<file path="src/rtl/rrs_pkg.sv">
package rrs_pkg;
  typedef enum logic [1:0] {
    ST_POR  = 2'd0,
    ST_PWRT = 2'd1,
    ST_WAIT = 2'd2,
    ST_RUN  = 2'd3
  } rrs_state_e;
endpackage

</file>
<file path="src/rtl/rrs_ost_ctr.sv">
module rrs_ost_ctr #(
  parameter int OST_CYC = 1024
) (
  input  logic clk_i,
  input  logic por_i,
  input  logic restart_i,
  input  logic osc_run_i,
  output logic done_o
);
  localparam int OW = $clog2(OST_CYC + 1);
  localparam logic [OW-1:0] OST_END = OW'(OST_CYC);

  logic [OW-1:0] cnt_q;

  always_ff @(posedge clk_i or posedge por_i) begin
    if (por_i)                              cnt_q <= '0;
    else if (restart_i)                     cnt_q <= '0;
    else if (osc_run_i && cnt_q != OST_END) cnt_q <= cnt_q + 1'b1;
  end

  assign done_o = (cnt_q == OST_END);


  ost_sticky_chk: assert property (@(posedge clk_i) disable iff (por_i)
    (done_o && !restart_i) |=> done_o);


  ost_restart_chk: assert property (@(posedge clk_i) disable iff (por_i)
    restart_i |=> !done_o);
endmodule

</file>
<file path="src/rtl/rrs_seq_fsm.sv">
module rrs_seq_fsm
  import rrs_pkg::*;
#(
  parameter int POR_CYC  = 64,
  parameter int PWRT_CYC = 2048,
  parameter int FSCM_CYC = 4
) (
  input  logic clk_i,
  input  logic por_i,
  input  logic bor_i,
  input  logic pwrt_en_i,
  input  logic xtal_i,
  input  logic fscm_en_i,
  input  logic clk_ready_i,
  output logic in_reset_o,
  output logic trap_set_o,
  output logic trap_o
);
  localparam int M1   = (POR_CYC > PWRT_CYC) ? POR_CYC : PWRT_CYC;
  localparam int MAXC = (M1 > FSCM_CYC) ? M1 : FSCM_CYC;
  localparam int CW   = $clog2(MAXC + 1);
  localparam logic [CW-1:0] POR_LAST  = CW'(POR_CYC - 1);
  localparam logic [CW-1:0] PWRT_LAST = CW'(PWRT_CYC - 1);
  localparam logic [CW-1:0] FSCM_LAST = CW'(FSCM_CYC - 1);

  rrs_state_e    state_q;
  logic [CW-1:0] cnt_q;
  logic [CW-1:0] cnt_last;
  logic          skip_mid;
  logic          trap_q;

  always_comb begin
    if (state_q == ST_POR) cnt_last = POR_LAST;
    else if (pwrt_en_i)    cnt_last = PWRT_LAST;
    else                   cnt_last = FSCM_LAST;
  end

  assign skip_mid   = !pwrt_en_i && !xtal_i;
  assign trap_set_o = (state_q == ST_WAIT) && !clk_ready_i && fscm_en_i && !bor_i;

  always_ff @(posedge clk_i or posedge por_i) begin
    if (por_i) begin
      state_q <= ST_POR;
      cnt_q   <= '0;
      trap_q  <= 1'b0;
    end else begin
      trap_q <= trap_set_o;
      if (bor_i) begin
        state_q <= ST_POR;
        cnt_q   <= '0;
      end else begin
        case (state_q)
          ST_POR: begin
            if (cnt_q == cnt_last) begin
              cnt_q   <= '0;
              state_q <= skip_mid ? ST_WAIT : ST_PWRT;
            end else cnt_q <= cnt_q + 1'b1;
          end
          ST_PWRT: begin
            if (cnt_q == cnt_last) begin
              cnt_q   <= '0;
              state_q <= ST_WAIT;
            end else cnt_q <= cnt_q + 1'b1;
          end
          ST_WAIT: if (clk_ready_i || fscm_en_i) state_q <= ST_RUN;
          default: state_q <= ST_RUN;
        endcase
      end
    end
  end

  assign in_reset_o = (state_q != ST_RUN);
  assign trap_o     = trap_q;


  trap_single_chk: assert property (@(posedge clk_i) disable iff (por_i)
    trap_o |=> !trap_o);


  trap_needs_mon_chk: assert property (@(posedge clk_i) disable iff (por_i)
    trap_o |-> $past(fscm_en_i));


  release_cause_chk: assert property (@(posedge clk_i) disable iff (por_i)
    $fell(in_reset_o) |-> ($past(clk_ready_i) || trap_o));


  bor_reset_chk: assert property (@(posedge clk_i) disable iff (por_i)
    bor_i |=> in_reset_o);
endmodule

</file>
<file path="src/rtl/rrs_status.sv">
module rrs_status (
  input  logic clk_i,
  input  logic por_i,
  input  logic bor_i,
  input  logic clr_i,
  input  logic trap_set_i,
  input  logic sel_wr_i,
  input  logic sel_wdata_i,
  output logic stat_por_o,
  output logic stat_bor_o,
  output logic clk_sel_o
);
  always_ff @(posedge clk_i or posedge por_i) begin
    if (por_i) begin
      stat_por_o <= 1'b1;
      stat_bor_o <= 1'b0;
    end else if (bor_i) begin
      stat_bor_o <= 1'b1;
    end else if (clr_i) begin
      stat_por_o <= 1'b0;
      stat_bor_o <= 1'b0;
    end
  end

  always_ff @(posedge clk_i or posedge por_i) begin
    if (por_i)           clk_sel_o <= 1'b0;
    else if (bor_i)      clk_sel_o <= 1'b0;
    else if (trap_set_i) clk_sel_o <= 1'b1;
    else if (sel_wr_i)   clk_sel_o <= sel_wdata_i;
  end


  bor_sets_chk: assert property (@(posedge clk_i) disable iff (por_i)
    bor_i |=> stat_bor_o);


  clr_clears_chk: assert property (@(posedge clk_i) disable iff (por_i)
    (clr_i && !bor_i) |=> (!stat_bor_o && !stat_por_o));


  sel_hold_chk: assert property (@(posedge clk_i) disable iff (por_i)
    (!bor_i && !trap_set_i && !sel_wr_i) |=> $stable(clk_sel_o));
endmodule

</file>
<file path="src/rtl/rst_release_seq.sv">
module rst_release_seq #(
  parameter int POR_CYC  = 64,
  parameter int PWRT_CYC = 2048,
  parameter int FSCM_CYC = 4,
  parameter int OST_CYC  = 1024
) (
  input  logic clk_i,
  input  logic por_i,
  input  logic bor_i,
  input  logic xtal_mode_i,
  input  logic pll_en_i,
  input  logic pwrt_en_i,
  input  logic fscm_en_i,
  input  logic osc_run_i,
  input  logic pll_lock_i,
  input  logic stat_clr_i,
  input  logic clksel_wr_i,
  input  logic clksel_wdata_i,
  output logic rst_int_o,
  output logic sysclk_en_o,
  output logic clk_sel_o,
  output logic trap_o,
  output logic stat_por_o,
  output logic stat_bor_o
);
  logic ost_done;
  logic clk_ready;
  logic trap_set;

  rrs_ost_ctr #(.OST_CYC(OST_CYC)) u_ost (
    .clk_i     (clk_i),
    .por_i     (por_i),
    .restart_i (bor_i),
    .osc_run_i (osc_run_i),
    .done_o    (ost_done)
  );

  assign clk_ready = osc_run_i && (!xtal_mode_i || ost_done) && (!pll_en_i || pll_lock_i);

  rrs_seq_fsm #(
    .POR_CYC  (POR_CYC),
    .PWRT_CYC (PWRT_CYC),
    .FSCM_CYC (FSCM_CYC)
  ) u_fsm (
    .clk_i       (clk_i),
    .por_i       (por_i),
    .bor_i       (bor_i),
    .pwrt_en_i   (pwrt_en_i),
    .xtal_i      (xtal_mode_i),
    .fscm_en_i   (fscm_en_i),
    .clk_ready_i (clk_ready),
    .in_reset_o  (rst_int_o),
    .trap_set_o  (trap_set),
    .trap_o      (trap_o)
  );

  rrs_status u_stat (
    .clk_i       (clk_i),
    .por_i       (por_i),
    .bor_i       (bor_i),
    .clr_i       (stat_clr_i),
    .trap_set_i  (trap_set),
    .sel_wr_i    (clksel_wr_i),
    .sel_wdata_i (clksel_wdata_i),
    .stat_por_o  (stat_por_o),
    .stat_bor_o  (stat_bor_o),
    .clk_sel_o   (clk_sel_o)
  );

  assign sysclk_en_o = clk_sel_o || clk_ready;


  trap_fallback_chk: assert property (@(posedge clk_i) disable iff (por_i)
    trap_o |-> (clk_sel_o && !rst_int_o));
endmodule

</file>
<file path="config.mk">
export PLATFORM = sky130hd
export DESIGN_NAME = rst_release_seq
export DESIGN_NICKNAME = d
export VERILOG_FILES = /design/src/rtl/rrs_pkg.sv /design/src/rtl/rrs_ost_ctr.sv /design/src/rtl/rrs_seq_fsm.sv /design/src/rtl/rrs_status.sv /design/src/rtl/rst_release_seq.sv
export SDC_FILE = /design/constraint.sdc
export NUM_CORES = 1
export LEC_CHECK = 0
export ABC_AREA = 1
export BUFFER_PORTS_ARGS = -buffer_cell sky130_fd_sc_hd__buf_2
export CAP_MARGIN = 25
export CELL_PAD_IN_SITES_DETAIL_PLACEMENT = 0
export CELL_PAD_IN_SITES_GLOBAL_PLACEMENT = 1
export CORE_AREA = 2 2 75 77
export DETAILED_ROUTE_END_ITERATION = 8
export DIE_AREA = 0 0 77 79
export HOLD_SLACK_MARGIN = 0.02
export PLACE_DENSITY_LB_ADDON = 0.3
export SYNTH_ARGS = -nofsm -noshare
export SYNTH_HDL_FRONTEND = slang
export SYNTH_SLANG_ARGS = --single-unit
</file>
<file path="constraint.sdc">
create_clock -name clk_i -period 1.55 [get_ports clk_i]
set_input_delay 0.2325 -clock clk_i [delete_from_list [all_inputs] [get_ports clk_i]]
set_output_delay 0.2325 -clock clk_i [all_outputs]
set_load 0.01 [all_outputs]
</file>
==> Flow_metrics.wiki <==
{| class="wikitable"
! Metric !! Value
|-
| Run status || finished, violations left
|-
| Failing checks || negative setup slack
|-
| Final net count || between 300 and 400
|-
| Netlist cell types || 31
|-
| Maximum clock insertion buffer count || 2
|-
| Slack of the critical path || -0.0614 ns
|-
| Maximum capacitance violations || 0
|-
| Endpoint of the worst-slack reg-to-reg timing path || u_fsm.state_q[0]
|-
| First DRT Iteration DRCs || 92
|-
| Share of final-layout standard cells stronger than drive strength 1 || 24.7%
|-
| Highest achievable clock rate || 621 MHz
|-
| Clock slew seen by the registers of the worst setup and hold paths || 0.07 ns
|-
| CTS tree || built
|-
| Worst-case setup slack after placement || -0.0156 ns
|-
| Clock tree skew after final layout || 0.0119 ns
|-
| Hold_ws || 0.0143 ns
|-
| DRC || 0
|-
| Worst-case reg-to-reg path depth || 11
|-
| First-pass GRT wire length || 8230 µm
|-
| Post-Syn Area per Cell || 6.95 µm²
|-
| Crit Path Category || flip-flop to output pin
|-
| Leak pwr || 0.00120 µW
|-
| Clock net sink count || 29
|-
| Post-synthesis register bit count || 29
|-
| Antenna violations before repair || 0
|-
| Maximum vdd drop || between 0.0003 and 0.0004 V
|-
| Maximum fanout encountered on the critical timing path || 2
|-
| Antenna Cells || 0
|-
| Pint || 1400 µW
|-
| Global placement routability congestion || 0.824
|-
| Part of the cycle the worst path needs || 104%
|-
| Clk Latency, worst-skew pair || roughly 0.28 ns
|-
| Count of warnings emitted by yosys || 0
|-
| Worst-Margin Slew || 0.434 ns
|-
| Starting Density || a little under two fifths
|-
| Net count of the mapped netlist || 298
|-
| Worst hold path type || primary input to asynchronous set/reset pin
|-
| Sequential cell area fraction in the yosys report || 37.0%
|-
| Number of pins with negative max-slew slack in the final report || 0
|-
| Synth area leader || sky130_fd_sc_hd__dfrtp_1
|-
| Number of global-route vias before repair || 1795
|-
| Final Critical Period || 1.61 ns
|-
| Number of instances in the synthesized netlist || 283
|-
| Buffer type at the clock tree root || sky130_fd_sc_hd__clkbuf_8
|-
| Detailed Routing Iterations Pass 1 || 4
|-
| Die Y-Extent || 79 µm
|-
| Yosys top cell area share || 35.6%
|-
| Area occupied by multi-input gates || approximately 1100 µm²
|-
| Reg2reg setup slack || -0.03 ns
|-
| Power per cell area || 828 nW/µm²
|-
| Power share of the sequential group || 42.3%
|-
| Post-synthesis instance area || 1970 µm²
|-
| Remaining Overflow, GRT || 0
|-
| Number of vias per cell after detailed routing || 4.73
|-
| Area Growth Syn to Fin || 27.4%
|-
| Combinational Power Share || 26.3%
|-
| Critical path arrival || 1.38 ns
|-
| RSZ-0062 raised after global routing || yes
|-
| Die Wd || 77 µm
|-
| Filler Cell Count || between 500 and 600
|-
| Site Rows || 27
|-
| Data required, critical path || 1.32 ns
|-
| Total CTS buffers || 5
|-
| P_sw || ~680 µW
|-
| I/O pin cnt || 18
|-
| Switching part of the total || 32.6%
|-
| Detail Placement HPWL || ~3600 µm
|-
| Wire length after detailed routing || 4880 µm
|-
| Worst flop-to-flop path startpoint || u_ost.cnt_q[0]
|-
| Placeable core region || approximately 5300 µm²
|-
| Clock power frac || 31.5%
|-
| Wire per inst || 11.9 µm
|-
| Top area cells in the synthesized netlist || sky130_fd_sc_hd__dfrtp_1 36%, sky130_fd_sc_hd__nand2_1 16%, sky130_fd_sc_hd__inv_1 7.8%
|-
| Final count of hold timing violations || 0
|-
| Maximum number of pins on one net before global-route repair || 30
|-
| Routed vias || roughly 1900
|-
| Floorplan die area || 6080 µm²
|-
| Finished Layout Cells || 408
|-
| Cell Count Post-Placement || 389
|-
| Count of buffers inserted at the top-level ports || 17
|-
| Critical path launch point type || flip-flop
|-
| Number of H-tree levels || 2
|-
| Area used by sequential logic in the layout || 729 µm²
|-
| Residual antenna-violating net count after detailed routing || 0
|-
| Relative slew slack || 70.7%
|-
| Total GRT Usage || 17.0%
|-
| Critical Path Sink Type || output pin
|-
| Setup Viol. Count Final || 2
|}
==> power by group through the flow <==
| stage | clock network (µW) | logic (µW) | registers, µW |
|---|---|---|---|
| floorplan | 0 | 355 | 880 |
| global placement | 0 | 505 | 891 |
| detailed placement | 0 | 504 | 892 |
| CTS | 667 | 529 | 878 |
| global route | 701 | 636 | 886 |
| finish | 653 | 545 | 878 |
==> flip-flops by register name (all words and copies together) (netlist names) <==
name / count
u_fsm.cnt_q: 12
u_fsm.state_q: 2
u_fsm.trap_o: 1
u_ost.cnt_q: 11
u_stat.clk_sel_o: 1
u_stat.stat_bor_o: 1
u_stat.stat_por_o: 1
==> kinds of logic (layout without fill, tap and decap cells) <==
group,Yosys count,in the layout,share of synthesized area (%)
AO/OA/AOI/OAI,29,29,8.46
XOR/XNOR,12,12,5.34
adder cells (fa/ha/maj),3,3,1.91
buffers and inverters,47,99,9.67
flip-flops,29,29,37.0
AND/OR/NAND/NOR,163,164,37.7
==> routing by layer <==
metal | part of all wire [%] | global-route usage, %
met2 | 48 | 29.6
met3 | 2.5 | 2.50
met1 | 47 | 21.3
met5 | 0 | 0
met4 | 2.0 | 6.96
==> metrics by stage <==
| stage | setup TNS [ns] | util (%) | total power (µW) | instance area (µm²) |
|---|---|---|---|---|
| final | -0.0884 | 47.0 | 2080 | 2510 |
| after global routing | -0.381 | 47.0 | 2220 | 2510 |
| after CTS | -0.0342 | 45.5 | 2070 | 2430 |
| after detailed placement | -0.0177 | 42.6 | 1400 | 2270 |
| after global placement | 0 | 42.6 | 1400 | 2270 |
| after floorplan | 0 | - | 1230 | 1970 |
==> worst max-delay path by stage <==
stage | startpoint | end | cells after the start
after detailed placement | u_ost.cnt_q[0] | u_ost.cnt_q[9] | 7
after global routing | u_ost.cnt_q[0] | sysclk_en_o | 7
after floorplan | u_ost.cnt_q[0] | u_ost.cnt_q[8] | 9
after CTS | u_ost.cnt_q[0] | sysclk_en_o | 7
final | u_ost.cnt_q[0] | sysclk_en_o | 7
after global placement | u_fsm.cnt_q[2] | u_fsm.cnt_q[5] | 7
==> cells in the final DEF, fill, tap and decap left out, drive strengths merged <==
cell,netlist,routed
clkbuf,1,8
o21ai,12,12
or2,1,1
nand3b,4,4
clkinv,1,1
o22ai,4,4
ha,3,3
nor3,8,8
nor3b,1,1
nand3,28,28
a21boi,1,1
nand4,4,4
o21bai,1,1
xnor2,1,1
buf,4,49
inv,41,41
nand2,84,84
dfstp,1,1
a21oi,11,11
xor2,11,11
dfrtp,28,28
nor2,33,34
==> layout make-up <==
| cell class | instances | area share, % |
|---|---|---|
| well taps | 72 | 3.59 |
| clock buffers | 8 | 3.59 |
| repair buffers | 49 | 13.0 |
| multi-input cells | 208 | 44.4 |
| flip-flops and latches | 29 | 29.1 |
| inverters | 42 | 6.29 |
==> worst max-delay path, cell delays in order (launching register included) <==
cell	delay, ns
sky130_fd_sc_hd__dfrtp_1	0.40
sky130_fd_sc_hd__inv_2	0.09
sky130_fd_sc_hd__ha_4	0.13
sky130_fd_sc_hd__nand3_2	0.08
sky130_fd_sc_hd__o21bai_1	0.14
sky130_fd_sc_hd__nand2_1	0.08
sky130_fd_sc_hd__nand2_1	0.05
sky130_fd_sc_hd__buf_2	0.12
==> timing repair <==
item	CTS	global route
gates cloned	0	1
resized for setup	5	12
hold buffers	0	0
pin swaps	3	5
buffers inserted	6	4
setup endpoints to repair	3	13
==> synth_stat cells <==
cell                       number
sky130_fd_sc_hd__nand3_1       27
sky130_fd_sc_hd__inv_1         41
sky130_fd_sc_hd__o21ai_0        8
sky130_fd_sc_hd__o22ai_1        4
sky130_fd_sc_hd__xor2_1        11
sky130_fd_sc_hd__ha_1           3
sky130_fd_sc_hd__o21ai_2        3
sky130_fd_sc_hd__xnor2_1        1
sky130_fd_sc_hd__nand4_1        4
sky130_fd_sc_hd__nor2_1        28
sky130_fd_sc_hd__a21oi_1       11
sky130_fd_sc_hd__clkinv_1       1
sky130_fd_sc_hd__buf_4          1
sky130_fd_sc_hd__o21bai_1       1
sky130_fd_sc_hd__buf_2          2
sky130_fd_sc_hd__a21boi_0       1
sky130_fd_sc_hd__nand2_2        1
sky130_fd_sc_hd__nand3b_1       4
sky130_fd_sc_hd__nor3_1         7
sky130_fd_sc_hd__nor3b_1        1
sky130_fd_sc_hd__nor2_2         1
sky130_fd_sc_hd__or2_2          1
sky130_fd_sc_hd__nor2_4         4
sky130_fd_sc_hd__nor3_2         1
sky130_fd_sc_hd__dfstp_2        1
sky130_fd_sc_hd__clkbuf_1       1
sky130_fd_sc_hd__o21ai_1        1
sky130_fd_sc_hd__buf_6          1
sky130_fd_sc_hd__nand2_1       83
sky130_fd_sc_hd__dfrtp_1       28
sky130_fd_sc_hd__nand3_4        1
(Power assumes the default switching activity.)
